File: config.mk
export PLATFORM = sky130hd
export DESIGN_NAME = sigwr_decoder
export DESIGN_NICKNAME = d
export VERILOG_FILES = /design/src/rtl/sigdec_pkg.sv /design/src/rtl/sigdec_qual.sv /design/src/rtl/sigdec_fsm.sv /design/src/rtl/sigdec_out.sv /design/src/rtl/sigwr_decoder.sv
export SDC_FILE = /design/constraint.sdc
export NUM_CORES = 1
export LEC_CHECK = 0
export CAP_MARGIN = 20
export CORE_ASPECT_RATIO = 0.6
export CORE_MARGIN = 4
export CORE_UTILIZATION = 45
export CTS_BUF_LIST = sky130_fd_sc_hd__clkbuf_8
export CTS_CLUSTER_DIAMETER = 60
export CTS_CLUSTER_SIZE = 20
export DETAILED_ROUTE_END_ITERATION = 8
export GPL_ROUTABILITY_DRIVEN = 0
export MAX_ROUTING_LAYER = met4
export PLACE_DENSITY = 0.87
export SLEW_MARGIN = 20
export SYNTH_ARGS = -nofsm -noshare
export SYNTH_HDL_FRONTEND = slang
export SYNTH_HIERARCHICAL = 1
export SYNTH_SLANG_ARGS = --single-unit
File: constraint.sdc
create_clock -name clk -period 0.9 [get_ports clk]
set_input_delay 0.135 -clock clk [delete_from_list [all_inputs] [get_ports clk]]
set_output_delay 0.135 -clock clk [all_outputs]
set_load 0.01 [all_outputs]
File: src/rtl/sigdec_pkg.sv
package sigdec_pkg;
  localparam int WORD_W    = 32;
  localparam int TYPE_W    = 8;
  localparam int PAYLOAD_W = WORD_W - TYPE_W;
  localparam int CSR_W     = 12;
  localparam int GPR_N     = 32;
  localparam int IDX_W     = $clog2(GPR_N);
  localparam int BE_W      = WORD_W / 8;
  localparam int MMODE_CODE = 2;

  localparam logic [TYPE_W-1:0] TY_STATUS = TYPE_W'(0);
  localparam logic [TYPE_W-1:0] TY_RESULT = TYPE_W'(1);
  localparam logic [TYPE_W-1:0] TY_GPR    = TYPE_W'(2);
  localparam logic [TYPE_W-1:0] TY_CSR    = TYPE_W'(3);

  typedef enum logic [1:0] {
    K_STATUS = 2'd0,
    K_RESULT = 2'd1,
    K_GPR    = 2'd2,
    K_CSR    = 2'd3
  } item_kind_e;

  typedef enum logic [1:0] {
    S_HDR = 2'd0,
    S_GPR = 2'd1,
    S_CSR = 2'd2
  } dec_state_e;

  typedef struct packed {
    logic                 vld;
    item_kind_e           kind;
    logic [PAYLOAD_W-1:0] payload;
    logic [IDX_W-1:0]     idx;
    logic [CSR_W-1:0]     csr;
    logic [WORD_W-1:0]    data;
  } item_t;
endpackage

File: src/rtl/sigdec_qual.sv
module sigdec_qual #(
  parameter int AW = 32,
  parameter int BW = 4
) (
  input  logic          wr_en,
  input  logic [AW-1:0] wr_addr,
  input  logic [BW-1:0] wr_be,
  input  logic [AW-1:0] cfg_addr,
  output logic          word_stb,
  output logic          part_err
);
  logic hit;

  always_comb begin
    hit      = wr_en && (wr_addr == cfg_addr);
    word_stb = hit && (&wr_be);
    part_err = hit && !(&wr_be);
  end
endmodule

File: src/rtl/sigdec_fsm.sv
module sigdec_fsm
  import sigdec_pkg::*;
(
  input  logic              clk,
  input  logic              rst_ni,
  input  logic              word_stb,
  input  logic [WORD_W-1:0] word,
  output item_t             item,
  output logic              unk_err
);
  localparam logic [IDX_W-1:0] LAST_IDX = IDX_W'(GPR_N - 1);

  dec_state_e       state_q, state_d;
  logic [IDX_W-1:0] cnt_q, cnt_d;
  logic [CSR_W-1:0] csr_q, csr_d;
  logic [TYPE_W-1:0]    hdr_type;
  logic [PAYLOAD_W-1:0] hdr_payload;

  always_comb begin
    hdr_type    = word[TYPE_W-1:0];
    hdr_payload = word[WORD_W-1:TYPE_W];
    state_d = state_q;
    cnt_d   = cnt_q;
    csr_d   = csr_q;
    item    = '0;
    unk_err = 1'b0;
    if (word_stb) begin
      unique case (state_q)
        S_HDR: begin
          case (hdr_type)
            TY_STATUS: begin
              item.vld     = 1'b1;
              item.kind    = K_STATUS;
              item.payload = hdr_payload;
              item.data    = word;
            end
            TY_RESULT: begin
              item.vld     = 1'b1;
              item.kind    = K_RESULT;
              item.payload = hdr_payload;
              item.data    = word;
            end
            TY_GPR: begin
              state_d = S_GPR;
              cnt_d   = '0;
            end
            TY_CSR: begin
              state_d = S_CSR;
              csr_d   = hdr_payload[CSR_W-1:0];
            end
            default: unk_err = 1'b1;
          endcase
        end
        S_GPR: begin
          item.vld  = 1'b1;
          item.kind = K_GPR;
          item.idx  = cnt_q;
          item.data = word;
          cnt_d     = cnt_q + IDX_W'(1);
          if (cnt_q == LAST_IDX) state_d = S_HDR;
        end
        S_CSR: begin
          item.vld  = 1'b1;
          item.kind = K_CSR;
          item.csr  = csr_q;
          item.data = word;
          state_d   = S_HDR;
        end
        default: state_d = S_HDR;
      endcase
    end
  end

  always_ff @(posedge clk or negedge rst_ni) begin
    if (!rst_ni) begin
      state_q <= S_HDR;
      cnt_q   <= '0;
      csr_q   <= '0;
    end else if (word_stb) begin
      state_q <= state_d;
      cnt_q   <= cnt_d;
      csr_q   <= csr_d;
    end
  end

  assert_gpr_end_R6: assert property (@(posedge clk) disable iff (!rst_ni)
    (state_q == S_GPR && word_stb && cnt_q == LAST_IDX) |=> (state_q == S_HDR));

  assert_csr_end_R7: assert property (@(posedge clk) disable iff (!rst_ni)
    (state_q == S_CSR && word_stb) |=> (state_q == S_HDR));

  assert_unknown_idle_R8: assert property (@(posedge clk) disable iff (!rst_ni)
    (state_q == S_HDR && word_stb && unk_err) |=> (state_q == S_HDR));

  assert_hold_R1: assert property (@(posedge clk) disable iff (!rst_ni)
    !word_stb |=> ($stable(state_q) && $stable(cnt_q)));
endmodule

File: src/rtl/sigdec_out.sv
module sigdec_out
  import sigdec_pkg::*;
(
  input  logic                 clk,
  input  logic                 rst_ni,
  input  item_t                item,
  input  logic                 unk_err,
  input  logic                 part_err,
  output logic                 o_valid,
  output logic [1:0]           o_kind,
  output logic [PAYLOAD_W-1:0] o_payload,
  output logic [IDX_W-1:0]     o_idx,
  output logic [CSR_W-1:0]     o_csr,
  output logic [WORD_W-1:0]    o_data,
  output logic                 o_err,
  output logic                 o_pass,
  output logic                 o_fail,
  output logic                 o_mmode
);
  logic is_result, is_status;

  always_comb begin
    is_result = item.vld && (item.kind == K_RESULT);
    is_status = item.vld && (item.kind == K_STATUS);
  end

  always_ff @(posedge clk or negedge rst_ni) begin
    if (!rst_ni) begin
      o_valid <= 1'b0;
      o_err   <= 1'b0;
      o_pass  <= 1'b0;
      o_fail  <= 1'b0;
      o_mmode <= 1'b0;
    end else begin
      o_valid <= item.vld;
      o_err   <= unk_err || part_err;
      if (is_result) begin
        o_pass <= (item.payload == '0);
        o_fail <= (item.payload != '0);
      end
      if (is_status) o_mmode <= (item.payload == PAYLOAD_W'(MMODE_CODE));
    end
  end

  always_ff @(posedge clk) begin
    if (item.vld) begin
      o_kind    <= item.kind;
      o_payload <= item.payload;
      o_idx     <= item.idx;
      o_csr     <= item.csr;
      o_data    <= item.data;
    end
  end

  assert_flags_excl_R5: assert property (@(posedge clk) disable iff (!rst_ni)
    !(o_pass && o_fail));
endmodule

File: src/rtl/sigwr_decoder.sv
module sigwr_decoder
  import sigdec_pkg::*;
#(
  parameter int AW = 32
) (
  input  logic                 clk,
  input  logic                 rst_n,
  input  logic [AW-1:0]        sig_addr,
  input  logic                 wr_en,
  input  logic [AW-1:0]        wr_addr,
  input  logic [WORD_W-1:0]    wr_data,
  input  logic [BE_W-1:0]      wr_be,
  output logic                 item_valid,
  output logic [1:0]           item_kind,
  output logic [PAYLOAD_W-1:0] item_payload,
  output logic [IDX_W-1:0]     item_gpr_idx,
  output logic [CSR_W-1:0]     item_csr_addr,
  output logic [WORD_W-1:0]    item_data,
  output logic                 err_pulse,
  output logic                 test_pass,
  output logic                 test_fail,
  output logic                 mmode_seen
);
  logic  rst_meta, rst_sync_n;
  logic  word_stb, part_err, unk_err;
  item_t item;

  always_ff @(posedge clk or negedge rst_n) begin
    if (!rst_n) begin
      rst_meta   <= 1'b0;
      rst_sync_n <= 1'b0;
    end else begin
      rst_meta   <= 1'b1;
      rst_sync_n <= rst_meta;
    end
  end

  sigdec_qual #(.AW(AW), .BW(BE_W)) u_qual (
    .wr_en    (wr_en),
    .wr_addr  (wr_addr),
    .wr_be    (wr_be),
    .cfg_addr (sig_addr),
    .word_stb (word_stb),
    .part_err (part_err)
  );

  sigdec_fsm u_fsm (
    .clk      (clk),
    .rst_ni   (rst_sync_n),
    .word_stb (word_stb),
    .word     (wr_data),
    .item     (item),
    .unk_err  (unk_err)
  );

  sigdec_out u_out (
    .clk       (clk),
    .rst_ni    (rst_sync_n),
    .item      (item),
    .unk_err   (unk_err),
    .part_err  (part_err),
    .o_valid   (item_valid),
    .o_kind    (item_kind),
    .o_payload (item_payload),
    .o_idx     (item_gpr_idx),
    .o_csr     (item_csr_addr),
    .o_data    (item_data),
    .o_err     (err_pulse),
    .o_pass    (test_pass),
    .o_fail    (test_fail),
    .o_mmode   (mmode_seen)
  );

  assert_partial_R2: assert property (@(posedge clk) disable iff (!rst_sync_n)
    part_err |=> (err_pulse && !item_valid));

  assert_quiet_R10: assert property (@(posedge clk) disable iff (!rst_sync_n)
    !(word_stb || part_err) |=> (!item_valid && !err_pulse));
endmodule

==> impl_metrics.tcl <==
set metrics [dict create \
    yosysUniqueCellTypes 48 \
    n_antenna_cell 0 \
    power.internal_mw 6.78 \
    finalMaxSlewViolations 0 \
    antenna_found_initial 0 \
    violations "setup timing" \
    r2r-end "u_out/o_fail$_DFFE_PN0P_" \
    final.period_utilization_pct 276 \
    max_freq_mhz 403 \
    whs_ns 0.217 \
    die-area_mm2 0.0118 \
    clock_sinks 101 \
    cts_buffers 9 \
    critPathLaunch "u_fsm/state_q[1]$_DFFE_PN0P_" \
    yosys_warnings 6 \
    async_flop_share_pct 25.7 \
    avgViaCountPerCell 5.32 \
    post_dp_cell_area_mm2 0.00696 \
    skew_ns 0.0116 \
    dpl.hpwl_um 9570 \
    grt_max_degree 25 \
    floorplan.initialDensity_pct 46.0 \
    ys_ff_latch 101 \
    fin_ws_ns -1.58 \
    reg2reg_setup_slack_ns -1.58 \
    end_kind "flop" \
    clk_latency_ns 0.37 \
    final_cell_mix "clkbuf_2 (81), edfxtp_1 (75), buf_4 (55)" \
    clk_pin_slew_ns 0.10 \
    reg2reg_from "u_fsm/state_q[1]$_DFFE_PN0P_" \
    clockBufferDepth 2 \
    drv_cap 0 \
    min_path_type "reg -> async" \
    firstDrtPassIters 5 \
    synth_fp_nets 436 \
    r2r_cells 11 \
    clkPwrFrac_pct 33.7 \
    total_power_mw 8.68 \
    wl_um 16000 \
    combPwrFrac_pct 9.3 \
    power.net_switching_mw 1.90 \
    peakVddDrop_mv 0.936 \
    top_layer "met4" \
    min_period_ns 2.48 \
    grt_pass1_wl_um 21800 \
    route.met2.wl_um 7750 \
    synth-main-ff-cell "edfxtp_1" \
    status "finished with violations" \
    postSynthAreaPerCell_um2 13.8 \
    syn_inst 327 \
    grt_overflow_total 0 \
    power_leakage_nw 3.70 \
    htreeDepth 3 \
    drive_gt1_share_pct 54.2 \
    crit_type "reg -> reg" \
    powerDensity_mw_per_mm2 1140 \
    ys_seq_area_share_pct 64.1 \
    grt_usage_pct 25.6 \
    portBuffers 182 \
    setup_viol 254 \
    drt-wirelength-per-cell_um 21.3 \
    met3_length_um 1250 \
    cts-root-buf "clkbuf_8" \
    grt_pass1_vias 3907 \
    final_nets 718 \
    crit_fanout 6 \
    wl_met1_um 6580 \
    io_pins 183 \
    drc 0 \
    synth-edff-count 75 \
    num_vias 3981 \
    design_area_mm2 0.00763 \
    rsz0062_at_grt "true" \
    cts_tree "done" \
    critical_path_arrival_ns 2.74 \
    area_growth_pct 68.6 \
    switching_share_pct 21.9 \
    die_w_um 137 \
    seqPwrFrac_pct 57.0 \
    die_y_um 85.7 \
    ant_nets 0 \
    detail_route.iter0.violations 295 \
    netlist_area_mm2 0.00453 \
    hold_viol 0 \
    placementRows 28 \
    coreArea_mm2 0.00984 \
    final_common_cell "clkbuf_2" \
    worstPathRequired_ns 1.16 \
    startpoint_type "flop" \
]
==> kinds of logic (layout without fill, tap and decap cells) <==
family / count (synthesis) / count (layout) / share of synthesized area (%)
other cells: 1 / 1 / 0.0829
fa+ha+maj: 6 / 6 / 1.66
simple gates: 135 / 136 / 18.9
compound gates: 22 / 22 / 4.76
flops: 101 / 101 / 64.1
mux: 12 / 12 / 2.99
buf+inv: 26 / 312 / 2.85
xor+xnor: 24 / 24 / 4.64
==> layout make-up <==
class / instances / area, um2
clock buffer: 10 / 138
clock inverter: 6 / 57.6
fill: 573 / 2220
sequential: 101 / 2900
tap: 135 / 169
timing repair buffer: 280 / 2420
inverter: 16 / 62.6
multi-input combinational: 201 / 1880
==> sequential cells by signal (all words and copies together), names as in the netlist <==
name,cells
u_out/o_kind,2
u_out/o_payload,24
rst_meta,1
u_out/o_valid,1
u_out/o_mmode,1
u_fsm/state_q,2
u_out/o_idx,5
u_fsm/cnt_q,5
u_out/o_csr,12
u_out/o_err,1
u_out/o_data,32
u_out/o_fail,1
rst_sync_n,1
u_fsm/csr_q,12
u_out/o_pass,1
==> power by group through the flow <==
stage | registers [mW] | logic, mW | clock network [mW]
floorplan | 5.07 | 0.148 | 0
global placement | 5.05 | 0.776 | 0
detailed placement | 5.05 | 0.794 | 0
CTS | 4.95 | 0.776 | 2.90
global route | 4.95 | 0.849 | 3.17
finish | 4.95 | 0.803 | 2.93
==> through the flow <==
stage                     setup WS (ns)  util, %  TNS (ns)  instances
after floorplan                   -1.99        -   -254.77        327
after global placement            -2.11     70.7   -336.54        694
after detailed placement          -2.25     70.7   -347.74        694
after CTS                         -1.36     77.4   -243.63        734
after global routing              -1.64     77.5   -250.66        749
final                             -1.58     77.5   -231.29        749
==> cells in the mapped netlist (2+ instances only) <==
| library cell | n | area [um2] |
|---|---|---|
| a21oi_1 | 2 | 10.0 |
| a221o_1 | 2 | 20.0 |
| a32o_1 | 2 | 20.0 |
| and2_1 | 54 | 338 |
| and2_2 | 2 | 15.0 |
| and3_1 | 19 | 119 |
| buf_6 | 4 | 45.0 |
| clkbuf_1 | 5 | 18.8 |
| dfrtp_1 | 26 | 651 |
| edfxtp_1 | 75 | 2250 |
| ha_1 | 6 | 75.1 |
| inv_1 | 16 | 60.1 |
| mux2_2 | 12 | 135 |
| nand2_1 | 11 | 41.3 |
| nand2b_1 | 7 | 43.8 |
| nand3_1 | 6 | 30.0 |
| nand4_1 | 4 | 25.0 |
| nor2_1 | 5 | 18.8 |
| nor3_1 | 5 | 25.0 |
| nor4_1 | 7 | 43.8 |
| nor4_2 | 4 | 50.1 |
| o2111ai_1 | 2 | 17.5 |
| o311ai_0 | 2 | 17.5 |
| or2_2 | 2 | 12.5 |
| or4_4 | 2 | 22.5 |
| xnor2_1 | 12 | 105 |
| xor2_1 | 12 | 105 |
==> what timing repair did <==
item                       in CTS  in global routing
pin swaps                      41                 15
hold endpoints to repair        2                  0
setup endpoints to repair     254                254
hold buffers                    1                  0
setup buffers                  14                 16
gates cloned                    9                  6
gates resized for setup       254                226
==> per-layer routing <==
layer  global-route usage, %  vias to the layer above
met5                       -                        -
met3                    6.21                       43
met1                    34.9                     1965
met2                    39.5                      211
li1                        -                     1762
met4                    5.16                        0
==> critical path: stages, from the launching register on <==
cell     delay [ns]
dfrtp_1        0.39
inv_1          0.09
ha_2           0.20
nand2_2        0.11
nor4_4         0.05
buf_6          0.13
buf_12         0.12
buf_8          0.13
and2_4         0.16
nor4_2         0.25
nand4_1        0.27
o41a_1         0.45
==> worst max-delay path by stage <==
stage / to / slack [ns] / depth (start not counted)
after floorplan: u_out/o_fail$_DFFE_PN0P_ / -1.99 / 10
after global placement: u_out/o_mmode$_DFFE_PN0P_ / -2.11 / 12
after detailed placement: u_out/o_mmode$_DFFE_PN0P_ / -2.25 / 12
after CTS: u_out/o_data[5]$_DFFE_PP_ / -1.36 / 11
after global routing: u_out/o_fail$_DFFE_PN0P_ / -1.64 / 11
final: u_out/o_fail$_DFFE_PN0P_ / -1.58 / 11
(Power assumes the default switching activity.)
